`src/rtl/adc_scan_pkg.sv`:
```
package adc_scan_pkg;
    typedef enum logic [1:0] {
        SQ_IDLE = 2'd0,
        SQ_LEAD = 2'd1,
        SQ_WAIT = 2'd2
    } seq_state_t;

    function automatic int unsigned at_least_one(input int unsigned v);
        return (v == 0) ? 1 : v;
    endfunction
endpackage

```
`src/rtl/adc_scan_settle.sv`:
```
module adc_scan_settle #(
    parameter int SETTLE_W = 16
) (
    input  logic                clk,
    input  logic                rst,
    input  logic                enable,
    input  logic [SETTLE_W-1:0] cfg_settle,
    output logic                ready
);
    logic [SETTLE_W-1:0] elapsed;

    always_ff @(posedge clk) begin
        if (rst || !enable)
            elapsed <= '0;
        else if (elapsed < cfg_settle)
            elapsed <= elapsed + 1'b1;
    end

    assign ready = enable && (elapsed >= cfg_settle);
endmodule

```
`src/rtl/adc_scan_results.sv`:
```
module adc_scan_results #(
    parameter int NUM_CH = 2,
    parameter int RES_W  = 10,
    parameter int IDX_W  = 1
) (
    input  logic                    clk,
    input  logic                    rst,
    input  logic                    keep_we,
    input  logic [IDX_W-1:0]        keep_idx,
    input  logic [RES_W-1:0]        keep_data,
    input  logic                    commit,
    output logic [NUM_CH*RES_W-1:0] results
);
    for (genvar k = 0; k < NUM_CH; k++) begin : g_ch
        logic [RES_W-1:0] shadow;
        logic [RES_W-1:0] shown;
        logic             hit;

        assign hit = keep_we && (keep_idx == IDX_W'(k));

        always_ff @(posedge clk) begin
            if (rst) begin
                shadow <= '0;
                shown  <= '0;
            end else begin
                if (hit)
                    shadow <= keep_data;
                if (commit)
                    shown <= hit ? keep_data : shadow;
            end
        end

        assign results[k*RES_W +: RES_W] = shown;
    end

    AST_RES_ONLY_ON_COMMIT: assert property (@(posedge clk) disable iff (rst)
        !$stable(results) |-> $past(commit)) else $error("results moved without commit");
endmodule

```
`src/rtl/adc_scan_seq.sv`:
```
module adc_scan_seq
    import adc_scan_pkg::*;
#(
    parameter int NUM_CH   = 2,
    parameter int MUX_W    = 4,
    parameter int RES_W    = 10,
    parameter int DISC_W   = 3,
    parameter int LEAD_W   = 8,
    parameter int SETTLE_W = 16
) (
    input  logic                    clk,
    input  logic                    rst,
    input  logic                    enable,
    input  logic                    trigger,
    input  logic [NUM_CH*MUX_W-1:0] cfg_chan_list,
    input  logic [DISC_W-1:0]       cfg_discard,
    input  logic [LEAD_W-1:0]       cfg_lead,
    input  logic [SETTLE_W-1:0]     cfg_settle,
    input  logic                    conv_done,
    input  logic [RES_W-1:0]        conv_data,
    output logic [MUX_W-1:0]        mux_sel,
    output logic                    conv_start,
    output logic                    busy,
    output logic                    scan_done,
    output logic [NUM_CH*RES_W-1:0] results
);
    localparam int IDX_W = (NUM_CH > 1) ? $clog2(NUM_CH) : 1;
    localparam logic [IDX_W-1:0] LAST_IDX = IDX_W'(NUM_CH - 1);

    seq_state_t          state;
    logic [IDX_W-1:0]    idx;
    logic [IDX_W-1:0]    next_idx;
    logic [DISC_W-1:0]   conv_num;
    logic [LEAD_W-1:0]   lead_cnt;
    logic [LEAD_W-1:0]   lead_last;
    logic [MUX_W-1:0]    mux_q;
    logic                start_q;
    logic                done_q;
    logic                settle_ok;
    logic                keep_now;
    logic                last_ch;
    logic                keep_we;
    logic                commit;
    logic [MUX_W-1:0]    codes [NUM_CH];
    logic                mux_in_list;

    for (genvar k = 0; k < NUM_CH; k++) begin : g_code
        assign codes[k] = cfg_chan_list[k*MUX_W +: MUX_W];
    end

    adc_scan_settle #(.SETTLE_W(SETTLE_W)) u_settle (
        .clk        (clk),
        .rst        (rst),
        .enable     (enable),
        .cfg_settle (cfg_settle),
        .ready      (settle_ok)
    );

    assign next_idx  = idx + 1'b1;
    assign lead_last = LEAD_W'(at_least_one(32'(cfg_lead)) - 1);
    assign keep_now  = (conv_num == cfg_discard);
    assign last_ch   = (idx == LAST_IDX);
    assign keep_we   = (state == SQ_WAIT) && enable && conv_done && keep_now;
    assign commit    = keep_we && last_ch;

    always_ff @(posedge clk) begin
        if (rst) begin
            state    <= SQ_IDLE;
            idx      <= '0;
            conv_num <= '0;
            lead_cnt <= '0;
            mux_q    <= '0;
            start_q  <= 1'b0;
            done_q   <= 1'b0;
        end else begin
            start_q <= 1'b0;
            done_q  <= 1'b0;
            case (state)
                SQ_IDLE: begin
                    if (trigger && settle_ok) begin
                        state    <= SQ_LEAD;
                        idx      <= '0;
                        conv_num <= '0;
                        lead_cnt <= '0;
                        mux_q    <= codes[0];
                    end
                end
                SQ_LEAD: begin
                    if (!enable) begin
                        state <= SQ_IDLE;
                        idx   <= '0;
                    end else if (lead_cnt == lead_last) begin
                        start_q <= 1'b1;
                        state   <= SQ_WAIT;
                    end else begin
                        lead_cnt <= lead_cnt + 1'b1;
                    end
                end
                SQ_WAIT: begin
                    if (!enable) begin
                        state <= SQ_IDLE;
                        idx   <= '0;
                    end else if (conv_done) begin
                        lead_cnt <= '0;
                        if (keep_now) begin
                            conv_num <= '0;
                            if (last_ch) begin
                                state  <= SQ_IDLE;
                                idx    <= '0;
                                mux_q  <= codes[0];
                                done_q <= 1'b1;
                            end else begin
                                state <= SQ_LEAD;
                                idx   <= next_idx;
                                mux_q <= codes[next_idx];
                            end
                        end else begin
                            conv_num <= conv_num + 1'b1;
                            state    <= SQ_LEAD;
                        end
                    end
                end
                default: state <= SQ_IDLE;
            endcase
        end
    end

    adc_scan_results #(.NUM_CH(NUM_CH), .RES_W(RES_W), .IDX_W(IDX_W)) u_results (
        .clk       (clk),
        .rst       (rst),
        .keep_we   (keep_we),
        .keep_idx  (idx),
        .keep_data (conv_data),
        .commit    (commit),
        .results   (results)
    );

    assign mux_sel    = mux_q;
    assign conv_start = start_q;
    assign scan_done  = done_q;
    assign busy       = (state != SQ_IDLE);

    always_comb begin
        mux_in_list = 1'b0;
        for (int k = 0; k < NUM_CH; k++)
            if (mux_q == codes[k]) mux_in_list = 1'b1;
    end

    AST_START_SETTLED: assert property (@(posedge clk) disable iff (rst)
        conv_start |-> $past(settle_ok)) else $error("start before settling");
    AST_START_IN_SCAN: assert property (@(posedge clk) disable iff (rst)
        conv_start |-> busy) else $error("start outside scan");
    AST_MUX_HELD_AT_START: assert property (@(posedge clk) disable iff (rst)
        conv_start |-> $stable(mux_sel)) else $error("mux moved at start");
    AST_START_ONE_CYCLE: assert property (@(posedge clk) disable iff (rst)
        conv_start |=> !conv_start) else $error("start too long");
    AST_MUX_LEGAL: assert property (@(posedge clk) disable iff (rst)
        !$stable(mux_sel) |-> mux_in_list) else $error("mux shows non-list code");
    AST_DONE_ONE_CYCLE: assert property (@(posedge clk) disable iff (rst)
        scan_done |=> !scan_done) else $error("scan_done too long");
    AST_DONE_ENDS_SCAN: assert property (@(posedge clk) disable iff (rst)
        scan_done |-> (!busy && mux_sel == codes[0])) else $error("scan end state");
endmodule

```
`config.mk`:
```
export PLATFORM = sky130hd
export DESIGN_NAME = adc_scan_seq
export DESIGN_NICKNAME = d
export VERILOG_FILES = /design/src/rtl/adc_scan_pkg.sv /design/src/rtl/adc_scan_settle.sv /design/src/rtl/adc_scan_results.sv /design/src/rtl/adc_scan_seq.sv
export SDC_FILE = /design/constraint.sdc
export NUM_CORES = 1
export LEC_CHECK = 0
export ABC_AREA = 1
export ABC_CLOCK_PERIOD_IN_PS = 3000
export BUFFER_PORTS_ARGS = -buffer_cell sky130_fd_sc_hd__clkbuf_2
export CAP_MARGIN = 20
export CELL_PAD_IN_SITES_DETAIL_PLACEMENT = 1
export CELL_PAD_IN_SITES_GLOBAL_PLACEMENT = 1
export CORE_MARGIN = 2
export CORE_UTILIZATION = 40
export DETAILED_ROUTE_END_ITERATION = 8
export HOLD_SLACK_MARGIN = 0.02
export PLACE_DENSITY = 0.81
export SYNTH_ARGS = -nofsm -noshare
export SYNTH_HDL_FRONTEND = slang
export SYNTH_HIERARCHICAL = 1
export SYNTH_SLANG_ARGS = --single-unit
export TNS_END_PERCENT = 1
```
`constraint.sdc`:
```
create_clock -name clk -period 3 [get_ports clk]
set_input_delay 0.15 -clock clk [delete_from_list [all_inputs] [get_ports clk]]
set_output_delay 0.15 -clock clk [all_outputs]
set_load 0.03 [all_outputs]
```
==> report_table.html <==
<table>
<tr><th>Metric</th><th>Value</th></tr>
<tr><th colspan="2">Clocking</th></tr>
<tr><td>Cell at the root of the clock tree</td><td>sky130_fd_sc_hd__clkbuf_16</td></tr>
<tr><td>Bufs on Longest Clock Path</td><td>2</td></tr>
<tr><td>Number of buffers inserted for hold repair after clock tree synthesis</td><td>0</td></tr>
<tr><td>Clock tree from TritonCTS</td><td>built</td></tr>
<tr><td>Clock latency on the worst-skew pair</td><td>0.33 ns</td></tr>
<tr><td>Clock transition time at the flip-flop clock pins of the worst setup and hold paths</td><td>~0.06 ns</td></tr>
<tr><td>Level count of the clock H-tree</td><td>3</td></tr>
<tr><td>Total clock sinks</td><td>76</td></tr>
<tr><td>Number of buffers added by the clock tree synthesis step</td><td>9</td></tr>
<tr><th colspan="2">Pwr</th></tr>
<tr><td>Clock network power share</td><td>49.1%</td></tr>
<tr><td>Relative contribution of sequential cells to total power</td><td>45.0%</td></tr>
<tr><td>Internal Power</td><td>0.00175 W</td></tr>
<tr><td>Net Switching</td><td>~0.00050 W</td></tr>
<tr><td>Leakage Power</td><td>around 2.5 nW</td></tr>
<tr><td>Logic pwr share</td><td>a little under 6%</td></tr>
<tr><td>Pwr per Cell Area</td><td>429 nW/um^2</td></tr>
<tr><td>VDD IR max</td><td>0.265 mV</td></tr>
<tr><td>Fraction of power spent switching nets</td><td>22.2%</td></tr>
<tr><th colspan="2">Outcome</th></tr>
<tr><td>Status</td><td>finished, final reports clean</td></tr>
<tr><th colspan="2">Route</th></tr>
<tr><td>Met3 wire len</td><td>416 um</td></tr>
<tr><td>Violation count after the first detailed-routing iteration</td><td>roughly 150</td></tr>
<tr><td>Number of iterations in the first detailed-routing pass</td><td>4</td></tr>
<tr><td>Topmost layer with routed signal wires</td><td>met4</td></tr>
<tr><td>Amount of wire on met2 after detailed routing</td><td>roughly 5700 um</td></tr>
<tr><td>Vias post-DR</td><td>4323</td></tr>
<tr><td>Via/cell ratio</td><td>4.86</td></tr>
<tr><td>Post-DR wirelength/cell</td><td>between 10 and 15 um</td></tr>
<tr><td>Residual DRC</td><td>0</td></tr>
<tr><td>Antenna-violating nets left</td><td>0</td></tr>
<tr><td>Wire length reported by the detailed router</td><td>roughly 12000 um</td></tr>
<tr><td>Post-Route M1 WL</td><td>5450 um</td></tr>
<tr><th colspan="2">Placement</th></tr>
<tr><td>Placed Cells incl. Taps</td><td>approximately 870</td></tr>
<tr><td>Worst setup slack after placement</td><td>0.216 ns</td></tr>
<tr><td>Number of buffer cells added on primary ports</td><td>76</td></tr>
<tr><td>Detailed placement HPWL</td><td>8920 um</td></tr>
<tr><td>Routability congestion estimate from global placement</td><td>between 0.8 and 0.9</td></tr>
<tr><th colspan="2">Layout</th></tr>
<tr><td>Area added between synthesis and finish</td><td>16.5%</td></tr>
<tr><td>Filler-free cell count of the finished design</td><td>between 800 and 900</td></tr>
<tr><td>Layout Utilization</td><td>48.0%</td></tr>
<tr><td>Diode insertion count for antenna repair</td><td>0</td></tr>
<tr><td>Number of inserted filler cells in the final layout</td><td>roughly 1500</td></tr>
<tr><td>Final Net Count</td><td>approximately 800</td></tr>
<tr><td>Layout cell share with drive strength beyond 1</td><td>19.0%</td></tr>
<tr><th colspan="2">Setup path</th></tr>
<tr><td>Delay-heaviest family, CP</td><td>simple AND/OR/NAND/NOR gates</td></tr>
<tr><td>CP Cell Sequence</td><td>ha_1 -&gt; nand2_1 -&gt; nor2_1 -&gt; nand2_2 -&gt; nor2_2 -&gt; nand2_2 -&gt; nand2_4 -&gt; nor2_4 -&gt; nand2_1 -&gt; nand2_1 -&gt; inv_1 -&gt; nand2_1 -&gt; nand2_1 -&gt; inv_1 -&gt; nor2_2 -&gt; inv_1 -&gt; nor2_2 -&gt; o211ai_1 -&gt; o21ai_0 -&gt; a21oi_1</td></tr>
<tr><td>Master of the slowest instance on the critical path</td><td>sky130_fd_sc_hd__dfxtp_1</td></tr>
<tr><td>Worst setup SP type</td><td>register</td></tr>
<tr><td>Maximum cell stage delay along the critical path</td><td>0.35 ns</td></tr>
<tr><td>Critical path data arrival time</td><td>around 2.9 ns</td></tr>
<tr><td>Required time of the critical path</td><td>3.22 ns</td></tr>
<tr><td>Most used cell, CP</td><td>sky130_fd_sc_hd__nand2_1</td></tr>
<tr><td>Worst Setup Path Type</td><td>reg -&gt; reg</td></tr>
<tr><td>Worst Path Buf+Inv</td><td>3</td></tr>
<tr><td>Maximum net fanout on the critical path</td><td>12</td></tr>
<tr><td>Category of the worst setup path capture point</td><td>register</td></tr>
<tr><th colspan="2">Worst hold path</th></tr>
<tr><td>Path type of the worst min-delay path</td><td>in -&gt; reg</td></tr>
<tr><th colspan="2">Global route</th></tr>
<tr><td>Remaining Overflow, GRT</td><td>0</td></tr>
<tr><td>Via count of the first global-routing pass</td><td>about 4400</td></tr>
<tr><td>Tot GR Track Use</td><td>between 20% and 30%</td></tr>
<tr><td>Pin count of the biggest net entering global routing</td><td>41</td></tr>
<tr><td>Antenna violations before repair</td><td>0</td></tr>
<tr><td>Wire length of the first global-routing pass</td><td>19900 um</td></tr>
<tr><th colspan="2">STA</th></tr>
<tr><td>Post-layout min period</td><td>2.63 ns</td></tr>
<tr><td>Worst clock skew on the final layout</td><td>0.00629 ns</td></tr>
<tr><td>Worst Setup Slack, final</td><td>0.368 ns</td></tr>
<tr><td>Hold Slack</td><td>0.109 ns</td></tr>
<tr><td>Unrepaired setup endpoints after global routing</td><td>false</td></tr>
<tr><td>Setup Total Neg Slack</td><td>0 ns</td></tr>
<tr><td>Final critical-path share of the clock period</td><td>~90%</td></tr>
<tr><td>Number of pins with negative max-slew slack in the final report</td><td>0</td></tr>
<tr><td>Fmax</td><td>380 MHz</td></tr>
<tr><td>Relative slew slack</td><td>52.5%</td></tr>
<tr><td>Actual transition at the worst max-transition pin</td><td>0.713 ns</td></tr>
<tr><td>Number of hold violations in the final report</td><td>0</td></tr>
<tr><td>Number of setup violations in the final report</td><td>0</td></tr>
<tr><th colspan="2">Floorplanning</th></tr>
<tr><td>Die span in x</td><td>110 um</td></tr>
<tr><td>Die outline height</td><td>110 um</td></tr>
<tr><td>Count of pins on the block boundary</td><td>77</td></tr>
<tr><td>Site row count</td><td>38</td></tr>
<tr><td>Starting density of the core</td><td>41.2%</td></tr>
<tr><td>Core ar.</td><td>10900 um^2</td></tr>
<tr><td>Area of the die</td><td>12100 um^2</td></tr>
<tr><th colspan="2">Synthesis</th></tr>
<tr><td>Synthesized netlist net count</td><td>about 740</td></tr>
<tr><td>Gate Count Post-Synth</td><td>669</td></tr>
<tr><td>Avg Synthesized Cell Area</td><td>6.74 um^2</td></tr>
<tr><td>Netlist area before placement</td><td>4510 um^2</td></tr>
<tr><td>Warning count from the yosys run</td><td>6</td></tr>
<tr><td>Count of distinct cell types in the synthesized netlist</td><td>39</td></tr>
<tr><td>Sequential element share of the synthesized area</td><td>33.7%</td></tr>
<tr><td>FF+latch count, synth</td><td>76</td></tr>
<tr><th colspan="2">Run</th></tr>
<tr><td>Number of max-cap violations</td><td>0</td></tr>
</table>
==> registers in the layout, summed over array words and instances, names as in the netlist <==
| register | count |
|---|---|
| state | 2 |
| conv_start | 1 |
| u_results/g_ch.shadow | 20 |
| lead_cnt | 8 |
| u_results/g_ch.shown | 20 |
| scan_done | 1 |
| mux_sel | 4 |
| u_settle/elapsed | 16 |
| conv_num | 3 |
| idx | 1 |
==> cell families after synthesis <==
group | count (synthesis) | synth area share (%)
compound gates | 57 | 6.66
buf+inv | 114 | 11.7
mux | 4 | 0.888
fa+ha+maj | 20 | 5.55
simple gates | 381 | 38.0
xor+xnor | 17 | 3.47
flops | 76 | 33.7
==> final timing paths <==
check | start | to | slack [ns] | depth (start not counted)
max | u_settle/elapsed[11] | idx | 0.37 | 20
min | cfg_chan_list[1] | mux_sel[1] | 0.11 | 3
max reg2reg | u_settle/elapsed[11] | idx | 0.37 | 20
min reg2reg | u_results/g_ch[1].shadow[5] | u_results/g_ch[1].shadow[5] | 0.47 | 2
==> cell usage after synthesis (all sizes together) <==
master	count	area, um^2
buf	8	81.3
o21bai	1	7.51
and3	1	6.26
xnor2	9	86.3
nand3b	2	15.0
o211ai	1	7.51
a31oi	1	6.26
nand4	7	43.8
a211oi	2	15.0
nor4	2	12.5
a21oi	41	205
clkbuf	6	53.8
inv	97	364
nand2	168	703
dfxtp	76	1520
mux2i	4	40.0
nor3	5	25.0
or2	1	6.26
ha	20	250
nor2	123	534
dlymetal6s2s	2	25.0
xor2	8	70.1
clkinv	1	3.75
o21ai	11	58.8
nand3	72	365
==> repair_timing <==
item	in CTS	in global routing
setup endpoints to repair	0	9
gates resized for setup	0	4
endpoints found under the hold margin	0	0
setup buffers	0	0
==> power groups by stage <==
stage | registers (W) | logic [W] | clock network, W
finish | 0.00101 | 0.000133 | 0.00111
detailed placement | 0.00103 | 0.000134 | 0
global placement | 0.00103 | 0.000130 | 0
CTS | 0.00101 | 0.000135 | 0.00113
global route | 0.00101 | 0.000151 | 0.00118
floorplan | 0.00103 | 0.0000773 | 0
==> cell usage in the layout (no fill, tap or decap), drive strengths merged, types with 2 or more instances in the layout <==
cell and n:
xnor2 9, nor2 123, a211oi 2, nand3 72, inv 97, ha 20, o21ai 11, xor2 8
nand4 7, clkinv 3, a21oi 41, nor3 5, nor4 2, dfxtp 76, buf 4, nand2 168
nand3b 2, clkbuf 88, mux2i 4
==> area by class of cell <==
class                           instances  area (um^2)  area share [%]
Tap cell                              140          175            3.33
Clock inverter                          4         47.5           0.905
Sequential cell                        76         1520            29.0
Clock buffer                           12          256            4.88
Inverter                               98          368            7.00
Timing Repair Buffer                   80          410            7.81
Multi-Input combinational cell        479         2470            47.1
==> worst register-to-register path, cell delays in order, from the launching register on <==
cell	delay [ns]
sky130_fd_sc_hd__dfxtp_1	0.35
sky130_fd_sc_hd__ha_1	0.31
sky130_fd_sc_hd__nand2_1	0.07
sky130_fd_sc_hd__nor2_1	0.13
sky130_fd_sc_hd__nand2_2	0.08
sky130_fd_sc_hd__nor2_2	0.13
sky130_fd_sc_hd__nand2_2	0.09
sky130_fd_sc_hd__nand2_4	0.16
sky130_fd_sc_hd__nor2_4	0.07
sky130_fd_sc_hd__nand2_1	0.07
sky130_fd_sc_hd__nand2_1	0.05
sky130_fd_sc_hd__inv_1	0.06
sky130_fd_sc_hd__nand2_1	0.10
sky130_fd_sc_hd__nand2_1	0.09
sky130_fd_sc_hd__inv_1	0.05
sky130_fd_sc_hd__nor2_2	0.16
sky130_fd_sc_hd__inv_1	0.07
sky130_fd_sc_hd__nor2_2	0.11
sky130_fd_sc_hd__o211ai_1	0.13
sky130_fd_sc_hd__o21ai_0	0.16
sky130_fd_sc_hd__a21oi_1	0.06
==> metrics by stage <==
stage | instance area, um^2 | power (W)
after global placement | 4940 | 0.00116
after floorplan | 4510 | 0.00111
after CTS | 5240 | 0.00228
after global routing | 5250 | 0.00234
after detailed placement | 4940 | 0.00117
final | 5250 | 0.00225
==> metal layers <==
metal | up-vias | track usage (%)
met4 | 0 | 6.16
li1 | 2239 | -
met1 | 2000 | 26.0
met2 | 67 | 34.7
met3 | 17 | 4.53
met5 | - | 0
(Power assumes the default switching activity.)
